==> src/rtl/ioreg_pkg.sv <==
package ioreg_pkg;
  localparam int DW        = 8;
  localparam int AW        = 10;
  localparam int SEQ_N     = 5;
  localparam int GFX_N     = 9;
  localparam int CRT_N     = 25;
  localparam int ATTR_N    = 21;
  localparam int PAL_N     = 16;
  localparam int NBANK     = 3;
  localparam logic [AW-1:0] P_SEQ_IDX  = 10'h3C4;
  localparam logic [AW-1:0] P_GFX_IDX  = 10'h3CE;
  localparam logic [AW-1:0] P_CRT_COL  = 10'h3D4;
  localparam logic [AW-1:0] P_CRT_MONO = 10'h3B4;
  localparam logic [AW-1:0] P_ATTR_WR  = 10'h3C0;
  localparam logic [AW-1:0] P_ATTR_RD  = 10'h3C1;
  localparam logic [AW-1:0] P_STS_COL  = 10'h3DA;
  localparam logic [AW-1:0] P_STS_MONO = 10'h3BA;
endpackage

==> src/rtl/idx_bank.sv <==
module idx_bank #(
  parameter int NREG = 9,
  parameter int DW   = 8
) (
  input  logic               clk,
  input  logic               rst_n,
  input  logic               idx_we,
  input  logic [DW-1:0]      idx_wd,
  input  logic               dat_we,
  input  logic [DW-1:0]      dat_wd,
  output logic [DW-1:0]      idx_q,
  output logic [DW-1:0]      sel_q,
  output logic [NREG*DW-1:0] regs_o
);
  logic [DW-1:0] target;
  assign target = idx_we ? idx_wd : idx_q;

  always_ff @(posedge clk) begin
    if (!rst_n)      idx_q <= '0;
    else if (idx_we) idx_q <= idx_wd;
  end

  for (genvar g = 0; g < NREG; g++) begin : g_reg
    always_ff @(posedge clk) begin
      if (!rst_n)
        regs_o[g*DW +: DW] <= '0;
      else if (dat_we && target == DW'(g))
        regs_o[g*DW +: DW] <= dat_wd;
    end
  end

  always_comb begin
    sel_q = '0;
    for (int k = 0; k < NREG; k++)
      if (idx_q == DW'(k)) sel_q = regs_o[k*DW +: DW];
  end

  // only an index write may move the index
  p_idx_hold_r3: assert property (@(posedge clk) disable iff (!rst_n)
    !idx_we |=> $stable(idx_q));
  // out-of-range data write leaves every register alone
  p_oor_ignored_r4: assert property (@(posedge clk) disable iff (!rst_n)
    (dat_we && !idx_we && idx_q >= DW'(NREG)) |=> $stable(regs_o));
endmodule

==> src/rtl/attr_bank.sv <==
module attr_bank #(
  parameter int NREG = 21,
  parameter int NPAL = 16,
  parameter int DW   = 8
) (
  input  logic               clk,
  input  logic               rst_n,
  input  logic               wr,
  input  logic [DW-1:0]      wd,
  input  logic               clr,
  output logic [DW-1:0]      idx_rd,
  output logic [DW-1:0]      sel_q,
  output logic [NREG*DW-1:0] regs_o,
  output logic               video_on
);
  localparam int IW = 5;
  logic          data_ph;
  logic [IW-1:0] idx_q;
  logic          dat_ok;

  always_ff @(posedge clk) begin
    if (!rst_n) begin
      data_ph  <= 1'b0;
      idx_q    <= '0;
      video_on <= 1'b0;
    end else begin
      if (clr)     data_ph <= 1'b0;
      else if (wr) data_ph <= ~data_ph;
      if (wr && !data_ph) begin
        idx_q    <= wd[IW-1:0];
        video_on <= wd[IW];
      end
    end
  end

  assign dat_ok = wr && data_ph && (idx_q >= IW'(NPAL) || !video_on);

  for (genvar g = 0; g < NREG; g++) begin : g_reg
    always_ff @(posedge clk) begin
      if (!rst_n)
        regs_o[g*DW +: DW] <= '0;
      else if (dat_ok && idx_q == IW'(g))
        regs_o[g*DW +: DW] <= wd;
    end
  end

  always_comb begin
    sel_q = '0;
    for (int k = 0; k < NREG; k++)
      if (idx_q == IW'(k)) sel_q = regs_o[k*DW +: DW];
  end
  assign idx_rd = {2'b00, video_on, idx_q};

  // a status read always returns the toggle to index mode
  p_status_clear_r7: assert property (@(posedge clk) disable iff (!rst_n)
    clr |=> !data_ph);
  // a write in index mode moves to data mode
  p_toggle_r6: assert property (@(posedge clk) disable iff (!rst_n)
    (wr && !data_ph && !clr) |=> data_ph);
  // palette locked while the video flag is set
  p_pal_locked_r9: assert property (@(posedge clk) disable iff (!rst_n)
    (wr && data_ph && video_on && idx_q < IW'(NPAL)) |=> $stable(regs_o[NPAL*DW-1:0]));
endmodule

==> src/rtl/ioreg_port_top.sv <==
module ioreg_port_top
  import ioreg_pkg::*;
(
  input  logic                  clk,
  input  logic                  rst_n,
  input  logic                  colour_sel,
  input  logic [AW-1:0]         io_addr,
  input  logic                  io_wr,
  input  logic                  io_word,
  input  logic                  io_rd,
  input  logic [15:0]           io_wdata,
  output logic [DW-1:0]         io_rdata,
  output logic [SEQ_N*DW-1:0]   seq_regs_o,
  output logic [GFX_N*DW-1:0]   gfx_regs_o,
  output logic [CRT_N*DW-1:0]   crt_regs_o,
  output logic [ATTR_N*DW-1:0]  attr_regs_o,
  output logic                  video_on_o,
  output logic                  pal_access_o
);
  logic [AW-1:0] addr_hi, crt_base, sts_port;
  logic          wr_lo, wr_hi;
  logic [AW-1:0] base [NBANK];
  logic [NBANK-1:0] idx_we, dat_we, idx_hit_lo;
  logic [DW-1:0] idx_wd [NBANK];
  logic [DW-1:0] dat_wd [NBANK];
  logic [DW-1:0] idx_q  [NBANK];
  logic [DW-1:0] sel_q  [NBANK];
  logic [DW-1:0] a_idx_rd, a_sel;
  logic          sts_rd;

  assign addr_hi  = io_addr + AW'(1);
  assign crt_base = colour_sel ? P_CRT_COL : P_CRT_MONO;
  assign sts_port = colour_sel ? P_STS_COL : P_STS_MONO;
  assign base[0]  = P_SEQ_IDX;
  assign base[1]  = P_GFX_IDX;
  assign base[2]  = crt_base;
  assign wr_lo    = io_wr;
  assign wr_hi    = io_wr && io_word && io_addr != P_ATTR_WR && addr_hi != P_ATTR_WR;
  assign sts_rd   = io_rd && io_addr == sts_port;

  always_comb begin
    for (int b = 0; b < NBANK; b++) begin
      idx_hit_lo[b] = wr_lo && io_addr == base[b];
      idx_we[b] = idx_hit_lo[b] || (wr_hi && addr_hi == base[b]);
      idx_wd[b] = idx_hit_lo[b] ? io_wdata[7:0] : io_wdata[15:8];
      dat_we[b] = (wr_lo && io_addr == base[b] + AW'(1)) ||
                  (wr_hi && addr_hi == base[b] + AW'(1));
      dat_wd[b] = (wr_lo && io_addr == base[b] + AW'(1)) ? io_wdata[7:0] : io_wdata[15:8];
    end
  end

  idx_bank #(.NREG(SEQ_N), .DW(DW)) u_seq (
    .clk(clk), .rst_n(rst_n), .idx_we(idx_we[0]), .idx_wd(idx_wd[0]),
    .dat_we(dat_we[0]), .dat_wd(dat_wd[0]), .idx_q(idx_q[0]), .sel_q(sel_q[0]),
    .regs_o(seq_regs_o));
  idx_bank #(.NREG(GFX_N), .DW(DW)) u_gfx (
    .clk(clk), .rst_n(rst_n), .idx_we(idx_we[1]), .idx_wd(idx_wd[1]),
    .dat_we(dat_we[1]), .dat_wd(dat_wd[1]), .idx_q(idx_q[1]), .sel_q(sel_q[1]),
    .regs_o(gfx_regs_o));
  idx_bank #(.NREG(CRT_N), .DW(DW)) u_crt (
    .clk(clk), .rst_n(rst_n), .idx_we(idx_we[2]), .idx_wd(idx_wd[2]),
    .dat_we(dat_we[2]), .dat_wd(dat_wd[2]), .idx_q(idx_q[2]), .sel_q(sel_q[2]),
    .regs_o(crt_regs_o));
  attr_bank #(.NREG(ATTR_N), .NPAL(PAL_N), .DW(DW)) u_attr (
    .clk(clk), .rst_n(rst_n), .wr(wr_lo && io_addr == P_ATTR_WR),
    .wd(io_wdata[7:0]), .clr(sts_rd), .idx_rd(a_idx_rd), .sel_q(a_sel),
    .regs_o(attr_regs_o), .video_on(video_on_o));

  assign pal_access_o = ~video_on_o;

  always_comb begin
    io_rdata = '0;
    if (io_rd) begin
      if (io_addr == P_ATTR_WR)      io_rdata = a_idx_rd;
      else if (io_addr == P_ATTR_RD) io_rdata = a_sel;
      else
        for (int b = 0; b < NBANK; b++) begin
          if (io_addr == base[b])                 io_rdata = idx_q[b];
          else if (io_addr == base[b] + AW'(1))   io_rdata = sel_q[b];
        end
    end
  end

  // one address hits at most one index port
  p_one_index_r1: assert property (@(posedge clk) disable iff (!rst_n)
    $onehot0(idx_hit_lo));
  // status reads return zero
  p_status_zero_r7: assert property (@(posedge clk) disable iff (!rst_n)
    sts_rd |-> io_rdata == '0);
  // the palette access output mirrors the flag inversely
  p_pal_flag_r8: assert property (@(posedge clk) disable iff (!rst_n)
    pal_access_o != video_on_o);
endmodule

==> config.mk <==
export PLATFORM = sky130hd
export DESIGN_NAME = ioreg_port_top
export DESIGN_NICKNAME = d
export VERILOG_FILES = /design/src/rtl/ioreg_pkg.sv /design/src/rtl/idx_bank.sv /design/src/rtl/attr_bank.sv /design/src/rtl/ioreg_port_top.sv
export SDC_FILE = /design/constraint.sdc
export NUM_CORES = 1
export LEC_CHECK = 0
export ABC_AREA = 1
export BUFFER_PORTS_ARGS = -buffer_cell sky130_fd_sc_hd__buf_2
export CAP_MARGIN = 40
export CORE_ASPECT_RATIO = 0.5
export CORE_MARGIN = 4
export CORE_UTILIZATION = 40
export DETAILED_ROUTE_END_ITERATION = 8
export PLACE_DENSITY = 0.63
export REMOVE_ABC_BUFFERS = 1
export SLEW_MARGIN = 5
export SYNTH_ARGS = -nofsm -noshare
export SYNTH_HDL_FRONTEND = slang
export SYNTH_SLANG_ARGS = --single-unit
==> constraint.sdc <==
create_clock -name clk -period 3 [get_ports clk]
set_clock_uncertainty 0.05 [all_clocks]
set_input_delay 0.15 -clock clk [delete_from_list [all_inputs] [get_ports clk]]
set_output_delay 0.15 -clock clk [all_outputs]
set_load 0.05 [all_outputs]
==> run_results.csv <==
group,metric,value,unit
sta,whs,0.0299,ns
pwr,powerDensity,425,nW/um^2
setup_path,critPathMaxFanout,4,
placed_design,post-place-cells,4849,
setup_path,cp_top_family,"simple AND/OR/NAND/NOR gates",
placed_design,dp_hpwl,73100,um
setup_path,critPathKind,"flip-flop to primary output",
cells_and_area,final_util,0.553,
clocking,root_buffer,"clkbuf_16",
cells_and_area,finalNonFillerCells,4987,
synthesis,syn_avg_cell_area,7.05,um^2
global_routing,grt_usage,0.293,
synthesis,seq_area_frac_synth,0.432,
pwr,clkPwrFrac,0.460,
global_routing,antenna_found_initial,11,
synthesis,ys_types,52,
pwr,pwr-share-seq,0.496,
placed_design,portBuffers,521,
cells_and_area,drive_above_1_share,0.303,
sta,period_share,1.20,
cells_and_area,final_nets,4202,
clocking,cts.sinks,511,
clocking,path_clk_slew,0.07,ns
setup_path,crit_start,"u_crt.idx_q[3]$_SDFF_PN0_",
synthesis,syn_inst,3361,
cells_and_area,stdcell_area,32100,um^2
sta,max_slew_margin,0.431,
setup_path,crit_arrival,3.40,ns
pwr,peakVddDrop,0.352,mV
hold_path,worstHoldPathType,"primary input to flip-flop",
setup_path,critPathCaptureType,"primary output",
pwr,p_leak,14.5,nW
global_routing,first_global_vias,25036,
sta,rsz0062_at_grt,"true",
global_routing,gr-total-overflow,0,
setup_path,rr_startpoint,"u_crt.idx_q[0]$_SDFF_PN0_",
die,start_util,0.409,
detailed_routing,wl,98800,um
sta,max_freq,278,MHz
pwr,switching_share,0.240,
synthesis,ys_warn_count,0,
synthesis,synth_edf_count,0,
sta,setup-tns-final,-3.94,ns
clocking,cts_tree,"yes",
sta,timing.final.hold_violations,0,
synthesis,synth_xor_area_frac,0.000739,
sta,fin_ws,-0.600,ns
detailed_routing,drt-pass1-iter-count,6,
clocking,htreeDepth,2,
job,maxCapViolCount,0,
setup_path,cpMostUsedCell,"nand4_1",
synthesis,async_flop_share,0,
sta,worst_pin_slew,0.853,ns
synthesis,synth_flop_cell,"dfxtp_1",
die,chipHeight,180,um
die,dieArea,63500,um^2
setup_path,cp_cell_sequence,"inv_2 > buf_4 > nand2_1 > nor2_1 > buf_4 > nand3_1 > nand3_1 > nand2_2 > nand4_1 > nand2_1 > nand4_1 > nor2_1 > nand3_1 > nand2_2 > nand4_1 > nand2_1 > nand4_1 > nor2_2 > nand4_1 > nand2_1 > nand2_2 > nand2_2 > a21oi_1 > buf_4",
setup_path,cp.buffers_inverters,4,
hold_path,min_from,"io_wdata[5]",
pwr,p_switching,3.28,mW
clocking,numCtsBuffers,48,
die,die_w,352,um
synthesis,synth-seq-cells,511,
sta,min_period,3.60,ns
detailed_routing,routed-via-count,26691,
setup_path,critical-path-max-stage-delay,0.39,ns
synthesis,synth_top_family_by_area,"compound AO/OA/AOI/OAI gates",
pwr,pwr-share-comb,0.043,
pwr,p_int,10.4,mW
setup_path,cp-start-kind,"flip-flop",
run_status,violations,"negative setup slack",
global_routing,grt_max_degree,189,
run_status,status,"finished, violations left",
detailed_routing,first_iter_violations,2439,
synthesis,synthesis.area,23700,um^2
placed_design,place_ws,-0.294,ns
pwr,power,13.7,mW
die,pin_count,522,
cells_and_area,area_delta_synth_final,35.5,%
synthesis,synth_compound_area_frac,0.261,
synthesis,synth_simple_gate_area_frac,0.211,
synthesis,synth_mux_area_frac,0,
setup_path,crit_required,2.80,ns
detailed_routing,wl_per_cell,19.8,um
die,coreArea,58000,um^2
clocking,clockBufferDepth,3,
sta,finalSetupViolCount,8,
detailed_routing,route.detailed.drc,0,
placed_design,gp_congestion,0.955,
die,rows,62,
setup_path,slowest_stage,"dfxtp_4",
sta,slew_viol_final,0,
global_routing,grt_pass1_wl,149000,um
synthesis,synth_fa_ha_area_frac,0,
placed_design,dpl_cell_area,29500,um^2
detailed_routing,viasPerCell,5.35,
clocking,worstSkewPairLatency,0.58,ns
detailed_routing,final_antenna_net_count,0,
## worst paths after layout
path | to | slack, ns | cells past startpoint
worst max-delay path | io_rdata[5] | -0.60 | 24
worst min-delay path | u_crt.idx_q[5]$_SDFF_PN0_ | 0.03 | 6
worst max register to register | u_crt.regs_o[171]$_SDFFE_PN0P_ | 0.64 | 12
worst min register to register | u_gfx.regs_o[3]$_SDFFE_PN0P_ | 0.43 | 2
## Yosys cell counts (8+ instances only)
cell	n	area share
nand2_1	517	0.082
a211oi_1	51	0.016
inv_2	19	0.0030
a21oi_1	463	0.098
clkinv_1	12	0.0019
nor2_2	11	0.0029
nor2_1	379	0.060
nand4_1	63	0.017
o2111ai_1	8	0.0030
nor3_1	32	0.0068
dfxtp_1	511	0.43
o221ai_1	17	0.0063
nand3_1	74	0.016
buf_4	15	0.0048
o21ai_1	75	0.016
nor2_4	8	0.0038
a211oi_2	14	0.0074
o21ai_0	449	0.095
nand2_4	8	0.0038
buf_2	10	0.0021
o211ai_1	20	0.0063
inv_1	388	0.061
clkbuf_1	123	0.019
## power groups by stage
stage	Combinational [mW]	Sequential (mW)	Clock, mW
floorplan	0.230	6.94	0
global placement	0.562	6.94	0
detailed placement	0.567	6.94	0
CTS	0.573	6.78	6.34
global route	0.625	6.77	6.64
finish	0.591	6.78	6.29
## logic make-up after synthesis
family | count (synthesis)
simple gates | 1137
compound gates | 1135
buf+inv | 576
flops | 511
xor+xnor | 2
## layer usage
metal  vias up  global-route usage  routed length (um)
met2      1135               0.498               46700
met1     12454               0.380               41300
li1      12885                   -                   -
met3       217              0.0389                6820
met4         0               0.111                3980
met5         -                   0                   0
## cells in the final DEF (no fill, tap or decap), types with 27 or more instances in the layout
cell type  synthesis  routed
nor2_4             8      27
nand4_1           63      63
dfxtp_1          511     499
buf_2             10     512
o21ai_0          449     425
inv_2             19      33
buf_4             15     360
nand2_1          517     470
nand2_2            7      46
inv_1            388     372
a21oi_1          463     440
nor2_2            11      34
a211oi_1          51      51
nand3_1           74      64
nor3_1            32      29
clkbuf_16          0      49
o21ai_1           75      89
nor2_1           379     337
## worst register-to-register path, delay by kind of cell, from the launching register on
kind	cells	cell delay, ns
compound gates	3	0.40
buf+inv	5	0.73
flops	1	0.40
simple gates	4	0.65
## layout make-up
class / count / area, um^2
flip-flops and latches: 511 / 10300
clock inverters: 23 / 215
diodes: 10 / 25.0
well taps: 768 / 961
multi-input cells: 2274 / 11800
inverters: 421 / 1590
repair buffers: 914 / 5900
clock buffers: 66 / 1360
fillers: 5609 / 25900
## state kept, by name, indices dropped and copies added, names as in the netlist
name             cells
u_attr.regs_o      168
u_crt.regs_o       200
u_attr.video_on      1
u_attr.data_ph       1
u_crt.idx_q          8
u_seq.idx_q          8
u_gfx.idx_q          8
u_attr.idx_q         5
u_seq.regs_o        40
u_gfx.regs_o        72
## what timing repair did
| item | 4_1_cts | 5_1_grt |
|---|---|---|
| resized for setup | 173 | 86 |
| setup endpoints to repair | 8 | 11 |
| hold buffers | 1 | 0 |
| hold endpoints to repair | 44 | 0 |
| pin swaps | 77 | 76 |
| buffers inserted | 29 | 10 |
No activity file was read; power rests on OpenSTA's default activity.
